<file path="src/rtl/rs_pkg.sv">
package rs_pkg;
  localparam int SYM_W       = 9;
  localparam int NPAR        = 10;
  localparam int CHUNK_BYTES = 516;
  localparam logic [SYM_W:0] FIELD_POLY = 10'h211;  // x^9 + x^4 + 1

  typedef logic [SYM_W-1:0] sym_t;
  typedef enum logic [1:0] {ST_IDLE, ST_LOAD, ST_PAD, ST_PARITY} enc_state_e;

  // Shift-and-add product in GF(2^SYM_W)
  function automatic sym_t gf_mul(sym_t a, sym_t b);
    sym_t acc;
    sym_t sh;
    acc = '0;
    sh  = a;
    for (int i = 0; i < SYM_W; i++) begin
      if (b[i]) acc ^= sh;
      sh = sh[SYM_W-1] ? ((sh << 1) ^ FIELD_POLY[SYM_W-1:0]) : (sh << 1);
    end
    return acc;
  endfunction

  // Coefficients g[0..NPAR-1] of prod (x + alpha^i); leading coefficient is 1
  function automatic logic [NPAR*SYM_W-1:0] gen_coeffs();
    sym_t g [NPAR+1];
    sym_t root;
    logic [NPAR*SYM_W-1:0] flat;
    for (int k = 0; k <= NPAR; k++) g[k] = '0;
    g[0] = sym_t'(1);
    root = sym_t'(1);
    for (int i = 0; i < NPAR; i++) begin
      for (int k = NPAR; k > 0; k--) g[k] = g[k-1] ^ gf_mul(g[k], root);
      g[0] = gf_mul(g[0], root);
      root = gf_mul(root, sym_t'(2));
    end
    flat = '0;
    for (int k = 0; k < NPAR; k++) flat[k*SYM_W +: SYM_W] = g[k];
    return flat;
  endfunction
endpackage

</file>
<file path="src/rtl/rs_sym_packer.sv">
module rs_sym_packer #(
  parameter int SW = 9,
  parameter int BW = 8
) (
  input  logic          clk,
  input  logic          rst_n,
  input  logic          clr,
  input  logic          byte_fire,
  input  logic          pad_fire,
  input  logic [BW-1:0] byte_in,
  output logic          sym_valid,
  output logic [SW-1:0] sym_out
);
  localparam int AW   = SW - 1;            // leftover bits never reach a full symbol
  localparam int CW   = AW + BW;
  localparam int CNTW = $clog2(SW + BW + 1);

  logic [AW-1:0]    acc_q, acc_d;
  logic [CNTW-1:0]  cnt_q, cnt_d;
  logic [CW-1:0]    merged, kept;
  logic [CNTW-1:0]  total, spill;
  logic [AW+SW-1:0] padw;

  always_comb begin
    merged    = {acc_q, byte_in};
    total     = cnt_q + CNTW'(BW);
    spill     = total - CNTW'(SW);
    kept      = merged & ((CW'(1) << spill) - CW'(1));
    padw      = {{SW{1'b0}}, acc_q} << (CNTW'(SW) - cnt_q);
    sym_valid = 1'b0;
    sym_out   = '0;
    acc_d     = acc_q;
    cnt_d     = cnt_q;
    if (pad_fire) begin
      sym_valid = (cnt_q != '0);
      sym_out   = padw[SW-1:0];
      acc_d     = '0;
      cnt_d     = '0;
    end else if (byte_fire) begin
      if (total >= CNTW'(SW)) begin
        sym_valid = 1'b1;
        sym_out   = SW'(merged >> spill);
        acc_d     = kept[AW-1:0];
        cnt_d     = spill;
      end else begin
        acc_d = merged[AW-1:0];
        cnt_d = total;
      end
    end
  end

  always_ff @(posedge clk or negedge rst_n) begin
    if (!rst_n) begin
      acc_q <= '0;
      cnt_q <= '0;
    end else if (clr) begin
      acc_q <= '0;
      cnt_q <= '0;
    end else begin
      acc_q <= acc_d;
      cnt_q <= cnt_d;
    end
  end
endmodule

</file>
<file path="src/rtl/rs_lfsr_enc.sv">
module rs_lfsr_enc #(
  parameter int             SW  = 9,
  parameter int             NP  = 10,
  parameter logic [NP*SW-1:0] GEN = '0
) (
  input  logic             clk,
  input  logic             rst_n,
  input  logic             clr,
  input  logic             shift_en,
  input  logic [SW-1:0]    sym_in,
  output logic [NP*SW-1:0] rem_q
);
  logic [SW-1:0]    fb;
  logic [NP*SW-1:0] rem_d;

  assign fb = sym_in ^ rem_q[(NP-1)*SW +: SW];

  for (genvar i = 0; i < NP; i++) begin : g_stage
    logic [SW-1:0] prod;
    assign prod = rs_pkg::gf_mul(fb, GEN[i*SW +: SW]);
    if (i == 0) begin : g_low
      assign rem_d[0 +: SW] = prod;
    end else begin : g_mid
      assign rem_d[i*SW +: SW] = rem_q[(i-1)*SW +: SW] ^ prod;
    end
  end

  always_ff @(posedge clk or negedge rst_n) begin
    if (!rst_n)        rem_q <= '0;
    else if (clr)      rem_q <= '0;
    else if (shift_en) rem_q <= rem_d;
  end
endmodule

</file>
<file path="src/rtl/rs_parity_gen.sv">
module rs_parity_gen #(
  parameter int SYM_BITS = rs_pkg::SYM_W,
  parameter int NUM_PAR  = rs_pkg::NPAR,
  parameter int CHUNK    = rs_pkg::CHUNK_BYTES,
  parameter int BYTE_W   = 8
) (
  input  logic                        clk,
  input  logic                        rst_n,
  input  logic                        start,
  input  logic                        enable,
  input  logic                        in_valid,
  input  logic [BYTE_W-1:0]           in_data,
  output logic                        in_ready,
  output logic                        out_valid,
  output logic [SYM_BITS-1:0]         out_sym,
  output logic [NUM_PAR*SYM_BITS-1:0] parity_vec,
  output logic                        done
);
  import rs_pkg::*;

  localparam int NDATA = (CHUNK*BYTE_W + SYM_BITS - 1) / SYM_BITS;
  localparam int BCW   = $clog2(CHUNK + 1);
  localparam int SCW   = $clog2(NDATA + 1);
  localparam int PCW   = $clog2(NUM_PAR + 1);
  localparam logic [NUM_PAR*SYM_BITS-1:0] GEN = gen_coeffs();

  enc_state_e          state_q;
  logic                par_en_q;
  logic [BCW-1:0]      byte_cnt_q;
  logic [SCW-1:0]      dsym_cnt_q;
  logic [PCW-1:0]      pidx_q;

  // named events
  logic                byte_fire, pad_fire, pk_valid, last_data, par_phase, last_par;
  logic [SYM_BITS-1:0] pk_sym, par_sel;

  assign in_ready  = (state_q == ST_LOAD);
  assign byte_fire = in_valid & in_ready;
  assign pad_fire  = (state_q == ST_PAD);
  assign last_data = pk_valid && (dsym_cnt_q == SCW'(NDATA-1));
  assign par_phase = (state_q == ST_PARITY);
  assign last_par  = par_phase && (pidx_q == PCW'(NUM_PAR-1));

  rs_sym_packer #(.SW(SYM_BITS), .BW(BYTE_W)) u_pack (
    .clk(clk), .rst_n(rst_n), .clr(start),
    .byte_fire(byte_fire), .pad_fire(pad_fire), .byte_in(in_data),
    .sym_valid(pk_valid), .sym_out(pk_sym)
  );

  rs_lfsr_enc #(.SW(SYM_BITS), .NP(NUM_PAR), .GEN(GEN)) u_enc (
    .clk(clk), .rst_n(rst_n), .clr(start),
    .shift_en(pk_valid & par_en_q), .sym_in(pk_sym), .rem_q(parity_vec)
  );

  // highest-order remainder coefficient first
  always_comb begin
    par_sel = '0;
    for (int k = 0; k < NUM_PAR; k++)
      if (pidx_q == PCW'(NUM_PAR-1-k)) par_sel = parity_vec[k*SYM_BITS +: SYM_BITS];
  end

  always_ff @(posedge clk or negedge rst_n) begin
    if (!rst_n) begin
      state_q    <= ST_IDLE;
      par_en_q   <= 1'b0;
      byte_cnt_q <= '0;
      dsym_cnt_q <= '0;
      pidx_q     <= '0;
      out_valid  <= 1'b0;
      out_sym    <= '0;
      done       <= 1'b0;
    end else if (start) begin
      state_q    <= ST_LOAD;
      par_en_q   <= enable;
      byte_cnt_q <= '0;
      dsym_cnt_q <= '0;
      pidx_q     <= '0;
      out_valid  <= 1'b0;
      out_sym    <= '0;
      done       <= 1'b0;
    end else begin
      out_valid <= pk_valid | par_phase;
      out_sym   <= par_phase ? par_sel : pk_sym;
      done      <= (last_data & ~par_en_q) | last_par;
      if (byte_fire) byte_cnt_q <= byte_cnt_q + BCW'(1);
      if (pk_valid)  dsym_cnt_q <= dsym_cnt_q + SCW'(1);
      unique case (state_q)
        ST_LOAD:
          if (byte_fire && byte_cnt_q == BCW'(CHUNK-1))
            state_q <= !last_data ? ST_PAD : (par_en_q ? ST_PARITY : ST_IDLE);
        ST_PAD:
          state_q <= par_en_q ? ST_PARITY : ST_IDLE;
        ST_PARITY: begin
          pidx_q <= pidx_q + PCW'(1);
          if (last_par) state_q <= ST_IDLE;
        end
        default: ;
      endcase
    end
  end
endmodule

</file>
<file path="config.mk">
export PLATFORM = sky130hd
export DESIGN_NAME = rs_parity_gen
export DESIGN_NICKNAME = d
export VERILOG_FILES = /design/src/rtl/rs_pkg.sv /design/src/rtl/rs_sym_packer.sv /design/src/rtl/rs_lfsr_enc.sv /design/src/rtl/rs_parity_gen.sv
export SDC_FILE = /design/constraint.sdc
export NUM_CORES = 1
export LEC_CHECK = 0
export BUFFER_PORTS_ARGS = -buffer_cell sky130_fd_sc_hd__buf_2
export CAP_MARGIN = 15
export CORE_MARGIN = 1.5
export CORE_UTILIZATION = 50
export CTS_CLUSTER_DIAMETER = 40
export DETAILED_ROUTE_END_ITERATION = 6
export PLACE_DENSITY = 0.7
export SETUP_SLACK_MARGIN = 0.1
export SLEW_MARGIN = 25
export SYNTH_ARGS = -nofsm -noshare
export SYNTH_HDL_FRONTEND = slang
export SYNTH_SLANG_ARGS = --single-unit
</file>
<file path="constraint.sdc">
create_clock -name clk -period 12.3 [get_ports clk]
set_input_delay 2.46 -clock clk [delete_from_list [all_inputs] [get_ports clk]]
set_output_delay 2.46 -clock clk [all_outputs]
set_load 0.005 [all_outputs]
</file>
==> key figures, run 1 <==
Outcome
  • Run status: completed

Flow run
  • Max-cap violations: 0

Yosys
  • Portion of netlist area occupied by mux cells: under 10%
  • Async S/R FF share, synth: 100%
  • Fraction of the mapped netlist area in compound gates: about 15%
  • Syn_nets: 1072
  • Count of flip-flops with a built-in enable after synthesis: 0
  • Instance count of the mapped netlist: about 1.0k
  • Distinct cell type count of the synthesized netlist: just under 80
  • Basic-gate share of the synthesized area counting and, or, nand and nor cells: 13.7%
  • Synthesized area divided by synthesized cell count: 10.1 um2
  • Post-synthesis share of cell area spent on full adders, half adders and majority gates: between 1 and 1.5%
  • XOR/XNOR Fraction of Synth Area: 28.0%
  • Cell area after synthesis: between 10000 and 15000 um2
  • Number of warnings printed during yosys synthesis: 0
  • Sequential element share of the synthesized area: around a third
  • Most frequently used flop master after synthesis: sky130_fd_sc_hd__dfrtp_1
  • Largest family of logic cells by synthesized area: XOR/XNOR gates
  • Number of flip-flops and latches in the synthesized netlist: between 100 and 150

Drt
  • Metal-1 WL: around 14000 um
  • Met3 WL post-DR: about 3600 um
  • Per-cell routed wire length: 23.2 um
  • Overall via count from detail_route: around 8.7k
  • Remaining antenna violation count after routing: 0
  • Met2 routed wirelength: around 14000 um
  • Uppermost layer routed: met4
  • Initial detailed-routing violation count: roughly 890
  • First-pass detailed-route iteration total: 6
  • Vias per cell: 6.16
  • DRC violation count after routing: 0
  • WL final: between 30000 and 40000 um

CTS
  • Clock transition at the registers of the reported paths: ~60 ps
  • CTS sink count: between 100 and 150
  • CTS H-tree depth: 4
  • TritonCTS clock tree: done
  • CTS max path bufs: 2
  • TritonCTS buffer count: 17
  • Hold bufs inserted after CTS: 0
  • Master cell of the clock root buffer: sky130_fd_sc_hd__clkbuf_16
  • Post CTS Setup Buffer Count: 0
  • Clock latency on the worst-skew pair: about 440 ps
  • Number of gates resized after cts: 0

Pwr
  • Combinational cell fraction of total power: approximately 66%
  • Internal portion of total power: 2170 uW
  • Total leakage power: around 0.0055 uW
  • PD cells: around 320 nW/um2
  • Total power draw: approximately 3800 uW
  • Proportion of power drawn by flip-flops and latches: 19.6%
  • Peak VDD IR: 148 uV
  • Switch share: a little over two fifths
  • Net switching power: about 1700 uW
  • Relative contribution of the clock network to total power: 14.0%

Timing
  • Total Neg Setup Slack: 0 ps
  • Time the worst path needs with I/O delays and setup: ~6000 ps
  • Final worst-path cycle share: a little under half
  • Number of hold-slack violations in the final timing report: 0
  • Relative slew slack: around a third
  • Transition time of the tightest slew-check pin: 981 ps
  • Setup-failing EPs final: 0
  • Post-layout worst setup margin: ~6400 ps
  • Top achievable clock speed: between 0.15 and 0.2 GHz
  • Max-slew violation total from the final report: 0
  • Unrepaired setup endpoints after global routing: false
  • Worst setup skew after layout: ~12 ps

Final layout
  • Footprint of the flip-flops and latches: about 3500 um2
  • Final-layout fill cell count: about 1.8k
  • Layout Nets: around 1.2k
  • Multi-input combinational cell area: between 6000 and 7000 um2
  • Leading cell types in the layout, fill and taps excluded: sky130_fd_sc_hd__nand2_1, sky130_fd_sc_hd__dfrtp_1, sky130_fd_sc_hd__buf_2
  • # diodes: 0
  • Area Growth Syn to Fin: 12.9%
  • Layout cells sized above 1: about a fifth
  • Most common cell after layout, fill and taps aside: sky130_fd_sc_hd__nand2_1

Floorplan
  • Initial core utilization: approximately half
  • Area enclosed by the die boundary: 22000 um2
  • Core Region: between 20000 and 25000 um2
  • I/O pin count: roughly 120
  • Die extent in y: roughly 150 um
  • Num rows: 52
  • Width of the die: 148 um

Critical path
  • Worst r2r dst: u_enc.rem_q[31]
  • R2R cell count: 12
  • Worst setup EP type: flip-flop
  • Reg-to-Reg Start: u_pack.cnt_q[0]
  • Highest fanout seen on the critical path: 42
  • Worst endpoint required time: 12630 ps
  • Critical Path Source Type: flip-flop
  • CP Capture Point: u_enc.rem_q[31]
  • Crit path DAT: about 6200 ps
  • Register-to-register setup slack: ~6400 ps
  • Start-to-end type of the worst setup path: reg2reg
  • Crit. Startpoint: u_pack.cnt_q[0]

GRT
  • Vias in the first global route: 8019
  • Wire length of the first global-routing pass: roughly 50000 um
  • Overflow left after global routing: 0
  • Overall routing resource usage: between 30% and 40%
  • Antenna violations before repair: 0
  • Maximum number of pins on one net before global-route repair: between 90 and 100

Placed design
  • Pre-CTS setup slack: between 6000 and 7000 ps
  • Final GP Congestion: about 0.96
  • DP Wirelength: 23100 um
  • IO buf count: 114

Min path
  • Min-delay worst type: reg2reg
-- layout make-up --
cell class,count,share of cell area [%]
Multi-Input combinational cell,832,56.6
Tap cell,270,2.84
Inverter,10,0.315
Sequential cell,140,29.4
Clock buffer,19,3.64
Timing Repair Buffer,129,5.79
Clock inverter,13,1.39
-- synth_stat cells (19+ instances only) --
master / instances / area, um2
sky130_fd_sc_hd__nand2_1: 146 / 548
sky130_fd_sc_hd__dfrtp_1: 140 / 3500
sky130_fd_sc_hd__xnor2_1: 110 / 963
sky130_fd_sc_hd__o21ai_0: 90 / 450
sky130_fd_sc_hd__nor2_1: 61 / 229
sky130_fd_sc_hd__xor2_1: 50 / 438
sky130_fd_sc_hd__xnor3_1: 45 / 1010
sky130_fd_sc_hd__a21oi_1: 41 / 205
sky130_fd_sc_hd__clkbuf_1: 41 / 154
sky130_fd_sc_hd__mux2i_1: 24 / 240
sky130_fd_sc_hd__nand3_1: 19 / 95.1
-- state kept, by name, indices dropped and copies added (netlist names), 2 cells and up --
name and count:
pidx_q 4, byte_cnt_q 10, dsym_cnt_q 9, state_q 2, out_sym 9, u_enc.rem_q 90
u_pack.cnt_q 5, u_pack.acc_q 8
-- worst max-delay path: stages (launching register included) --
cell	delay [ps]
sky130_fd_sc_hd__dfrtp_1	330
sky130_fd_sc_hd__buf_4	450
sky130_fd_sc_hd__clkinv_1	390
sky130_fd_sc_hd__ha_1	710
sky130_fd_sc_hd__buf_4	350
sky130_fd_sc_hd__mux4_2	560
sky130_fd_sc_hd__a21oi_1	270
sky130_fd_sc_hd__o32ai_1	180
sky130_fd_sc_hd__a221oi_4	700
sky130_fd_sc_hd__xnor3_2	650
sky130_fd_sc_hd__xnor3_2	550
sky130_fd_sc_hd__xnor3_1	370
sky130_fd_sc_hd__a22o_1	230
-- kinds of logic after synthesis --
family,after synthesis
xor+xnor,231
mux,40
compound gates,244
simple gates,305
buf+inv,75
fa+ha+maj,12
flops,140
-- power by group through the flow --
stage	Clock [uW]	Combinational (uW)	Sequential (uW)
2_1_floorplan	0	1940	686
3_3_place_gp	0	2480	752
3_5_place_dp	0	2490	753
4_1_cts	541	2510	746
5_1_grt	560	2700	762
6_report	537	2550	752
-- metal layers --
| metal | global-route usage (%) | vias up |
|---|---|---|
| met1 | 45.1 | 4224 |
| li1 | - | 3897 |
| met2 | 43.0 | 517 |
| met5 | 0 | - |
| met4 | 9.60 | 0 |
| met3 | 8.56 | 72 |
-- worst min-delay path by stage --
stage                    startpoint         endpoint  depth (start not counted)
floorplan           u_pack.cnt_q[4]  u_pack.cnt_q[4]                          2
global placement    u_pack.cnt_q[4]  u_pack.cnt_q[4]                          2
detailed placement  u_pack.cnt_q[4]  u_pack.cnt_q[4]                          2
CTS                 u_pack.cnt_q[4]  u_pack.cnt_q[4]                          2
global route          byte_cnt_q[9]    byte_cnt_q[9]                          2
finish              u_pack.cnt_q[4]  u_pack.cnt_q[4]                          2
-- per-stage QoR --
step	cells	util, %	hold WS, ps	cell area, um2
after floorplan	1047	-	487	10600
after global placement	1381	55.2	518	11300
after detailed placement	1381	55.2	525	11300
after CTS	1413	58.1	540	11900
after global routing	1413	58.1	560	11900
final	1413	58.1	548	11900
Note: power is estimated with default switching activity, not from simulation.
==> inputs of run 2 (changes only) <==
- clock period: 12.3 -> 5.8 ns (I/O delays scaled with it)
==> run 2 against run 1 <==
  * Via count rose by 1.1%
  * Worst hold slack got worse by 10 ps
  * Setup slack lost 5700 ps
  * Sequential share of layout area about the same
  * Design area increased by 0.16%
  * Utilization rose by 0.092 points
  * Critical path depth shrank 1
  * Wire length is 3.6% higher
  * Sequential power increased by 110%
  * First-iteration DRC count up 7.4%
  * Critical endpoint is now u_enc.rem_q[64]
  * Largest cell class unchanged
  * Highest routed layer unchanged
==> key figures, run 2 (synthesis gave the netlist of run 1 again) <==
Outcome
  • Run status: completed

Pwr
  • Combinational cell fraction of total power: 67.1% (+0.7 points)
  • Switch share: 44.7% (+1.4 points)
  • PD cells: 697 nW/um2 (+120%)
  • Peak VDD IR: 366 uV (+150%)
  • Proportion of power drawn by flip-flops and latches: 19.3% (-0.3 points)
  • Internal portion of total power: 4600 uW (+110%)
  • Relative contribution of the clock network to total power: 13.6% (-0.4 points)
  • Net switching power: 3710 uW (+120%)
  • Total leakage power: 0.00549 uW (+0.14%)

Placed design
  • Dpl cell area: 11300 um2 (+0.31%)
  • Final GP Congestion: 0.964 (+0.79%)
  • IO buf count: 114 (unchanged)
  • DP Wirelength: 24400 um (+5.3%)

Critical path
  • Worst endpoint required time: 6150 ps (-6480 ps)
  • Crit path DAT: 5410 ps (-790 ps)
  • Critical Path Source Type: flip-flop
  • Highest fanout seen on the critical path: 17 (-60%)
  • Crit. Startpoint: u_pack.cnt_q[1]
  • Reg-to-Reg Start: u_pack.cnt_q[1]
  • Worst setup EP type: flip-flop
  • Start-to-end type of the worst setup path: reg2reg

Final layout
  • Most common cell after layout, fill and taps aside: sky130_fd_sc_hd__nand2_1
  • Leading cell types in the layout, fill and taps excluded: sky130_fd_sc_hd__nand2_1, sky130_fd_sc_hd__dfrtp_1, sky130_fd_sc_hd__buf_2
  • Layout cells sized above 1: 19.3% (+0.37 points)
  • Largest registers: u_enc.rem_q (90), byte_cnt_q (10)
  • Area of all placed cells without fillers: 11900 um2 (+0.16%)
  • Top reg by flops: u_enc.rem_q
  • Layout Nets: 1159 (+0.35%)
  • # diodes: 0 (unchanged)
  • Area Growth Syn to Fin: 13.0%
  • Flip-flop count of the largest register, all copies and words added: 90 (unchanged)
  • Final-layout fill cell count: 1811 (+1.8%)

GRT
  • Vias in the first global route: 8280 (+3.3%)
  • Antenna violations before repair: 0 (unchanged)
  • Wire length of the first global-routing pass: 51700 um (+3.8%)
  • Maximum number of pins on one net before global-route repair: 91 (unchanged)
  • Overflow left after global routing: 0 (unchanged)
  • Overall routing resource usage: 31.6% (+1.2 points)

CTS
  • Hold bufs inserted after CTS: 0 (unchanged)
  • Clock latency on the worst-skew pair: 430 ps (about the same)
  • Post CTS Setup Buffer Count: 0 (unchanged)
  • TritonCTS clock tree: done
  • CTS sink count: 140 (unchanged)
  • TritonCTS buffer count: 17 (unchanged)
  • Number of gates resized after cts: 0 (unchanged)
  • CTS max path bufs: 2 (unchanged)
  • CTS H-tree depth: 4 (unchanged)
  • Master cell of the clock root buffer: sky130_fd_sc_hd__clkbuf_16
  • Clock transition at the registers of the reported paths: 70 ps (about the same)

Drt
  • Met3 WL post-DR: 3670 um (+1.7%)
  • Remaining antenna violation count after routing: 0 (unchanged)
  • Initial detailed-routing violation count: 955 (+7.4%)
  • Met2 routed wirelength: 14600 um (+3.4%)
  • Metal-1 WL: 14700 um (+4.3%)
  • Overall via count from detail_route: 8809 (+1.1%)
  • Per-cell routed wire length: 24.0 um (+3.3%)
  • Vias per cell: 6.22 (+0.85%)
  • DRC violation count after routing: 0 (unchanged)
  • WL final: 34000 um (+3.6%)
  • Uppermost layer routed: met4
  • First-pass detailed-route iteration total: 5 (-1)

Timing
  • Worst setup skew after layout: 10.0 ps (-2.41 ps)
  • Max-slew violation total from the final report: 0 (unchanged)
  • Setup-failing EPs final: 0 (unchanged)
  • Transition time of the tightest slew-check pin: 1100 ps (+116 ps)
  • Relative slew slack: 26.4% (-6.4 points)
  • Final worst-path cycle share: 87.3% (+40 points)
  • Unrepaired setup endpoints after global routing: false
  • Top achievable clock speed: 0.198 GHz (+16%)
  • Total Neg Setup Slack: 0 ps (unchanged)
  • Time the worst path needs with I/O delays and setup: 5060 ps (-814 ps)
  • Number of hold-slack violations in the final timing report: 0 (unchanged)

Floorplan
  • Die extent in y: 148 um (unchanged)
  • I/O pin count: 115 (unchanged)
  • Num rows: 52 (unchanged)
  • Initial core utilization: 51.5% (unchanged)
  • Core Region: 20500 um2 (unchanged)
  • Area enclosed by the die boundary: 22000 um2 (unchanged)
  • Width of the die: 148 um (unchanged)

Min path
  • Critical hold path startpoint: dsym_cnt_q[8]
  • Min-delay worst type: reg2reg

Flow run
  • Max-cap violations: 0 (unchanged)
## run 2: cell types whose count changed in the layout (fill, tap and decap cells not counted), sizes merged
| cell | previous run | this run |
|---|---|---|
| buf | 129 | 133 |
| clkbuf | 19 | 18 |
| bufinv | 3 | 2 |
| inv | 12 | 14 |
## run 2: stage by stage
stage          std cells  utilization [%]  hold slack [ps]  setup WS [ps]  power [uW]
4_1_cts             1417             58.2              545            950        8190
3_3_place_gp        1385             55.3              511            999        7030
6_report            1417             58.2              537            738        8310
5_1_grt             1417             58.2              588            540        8650
2_1_floorplan       1047                -              487           1490        5570
3_5_place_dp        1385             55.3              527            997        7010
## run 2: area by class of cell
| cell class | instances | area (um2) | area share [%] |
|---|---|---|---|
| Multi-Input combinational cell | 832 | 6740 | 56.5 |
| Sequential cell | 140 | 3500 | 29.4 |
| Timing Repair Buffer | 133 | 719 | 6.03 |
| Clock buffer | 18 | 429 | 3.60 |
| Tap cell | 270 | 338 | 2.83 |
| Clock inverter | 14 | 160 | 1.34 |
| Inverter | 10 | 37.5 | 0.315 |
## run 2: routing by layer
metal	vias to the layer above	track usage, %
li1	3904	-
met1	4353	46.1
met2	490	44.2
met3	62	10.5
met4	0	9.90
met5	-	0
## run 2: worst paths after layout
kind	endpoint	slack (ps)	cells after the start
max	u_enc.rem_q[64]	740	11
min	dsym_cnt_q[8]	540	2
max reg2reg	u_enc.rem_q[64]	740	11
min reg2reg	dsym_cnt_q[8]	540	2
max in group asynchronous	u_enc.rem_q[4]	3780	2
min in group asynchronous	u_pack.acc_q[6]	770	1
## run 2: power groups by stage
stage | clock [uW] | sequential, uW | combinational [uW]
after floorplan | 0 | 1450 | 4110
after global placement | 0 | 1600 | 5430
after detailed placement | 0 | 1590 | 5420
after CTS | 1140 | 1580 | 5470
after global routing | 1180 | 1620 | 5850
final | 1130 | 1600 | 5580
## run 2: critical path, stage by stage (launching register included)
cell and delay (ps):
sky130_fd_sc_hd__dfrtp_1 660, sky130_fd_sc_hd__inv_1 220, sky130_fd_sc_hd__ha_1 750, sky130_fd_sc_hd__buf_4 350, sky130_fd_sc_hd__nor2_1 70, sky130_fd_sc_hd__o21ai_0 310
sky130_fd_sc_hd__a21oi_1 160, sky130_fd_sc_hd__a211oi_4 410, sky130_fd_sc_hd__xnor2_2 360, sky130_fd_sc_hd__xnor2_1 960, sky130_fd_sc_hd__xnor3_1 560, sky130_fd_sc_hd__o21ai_0 150
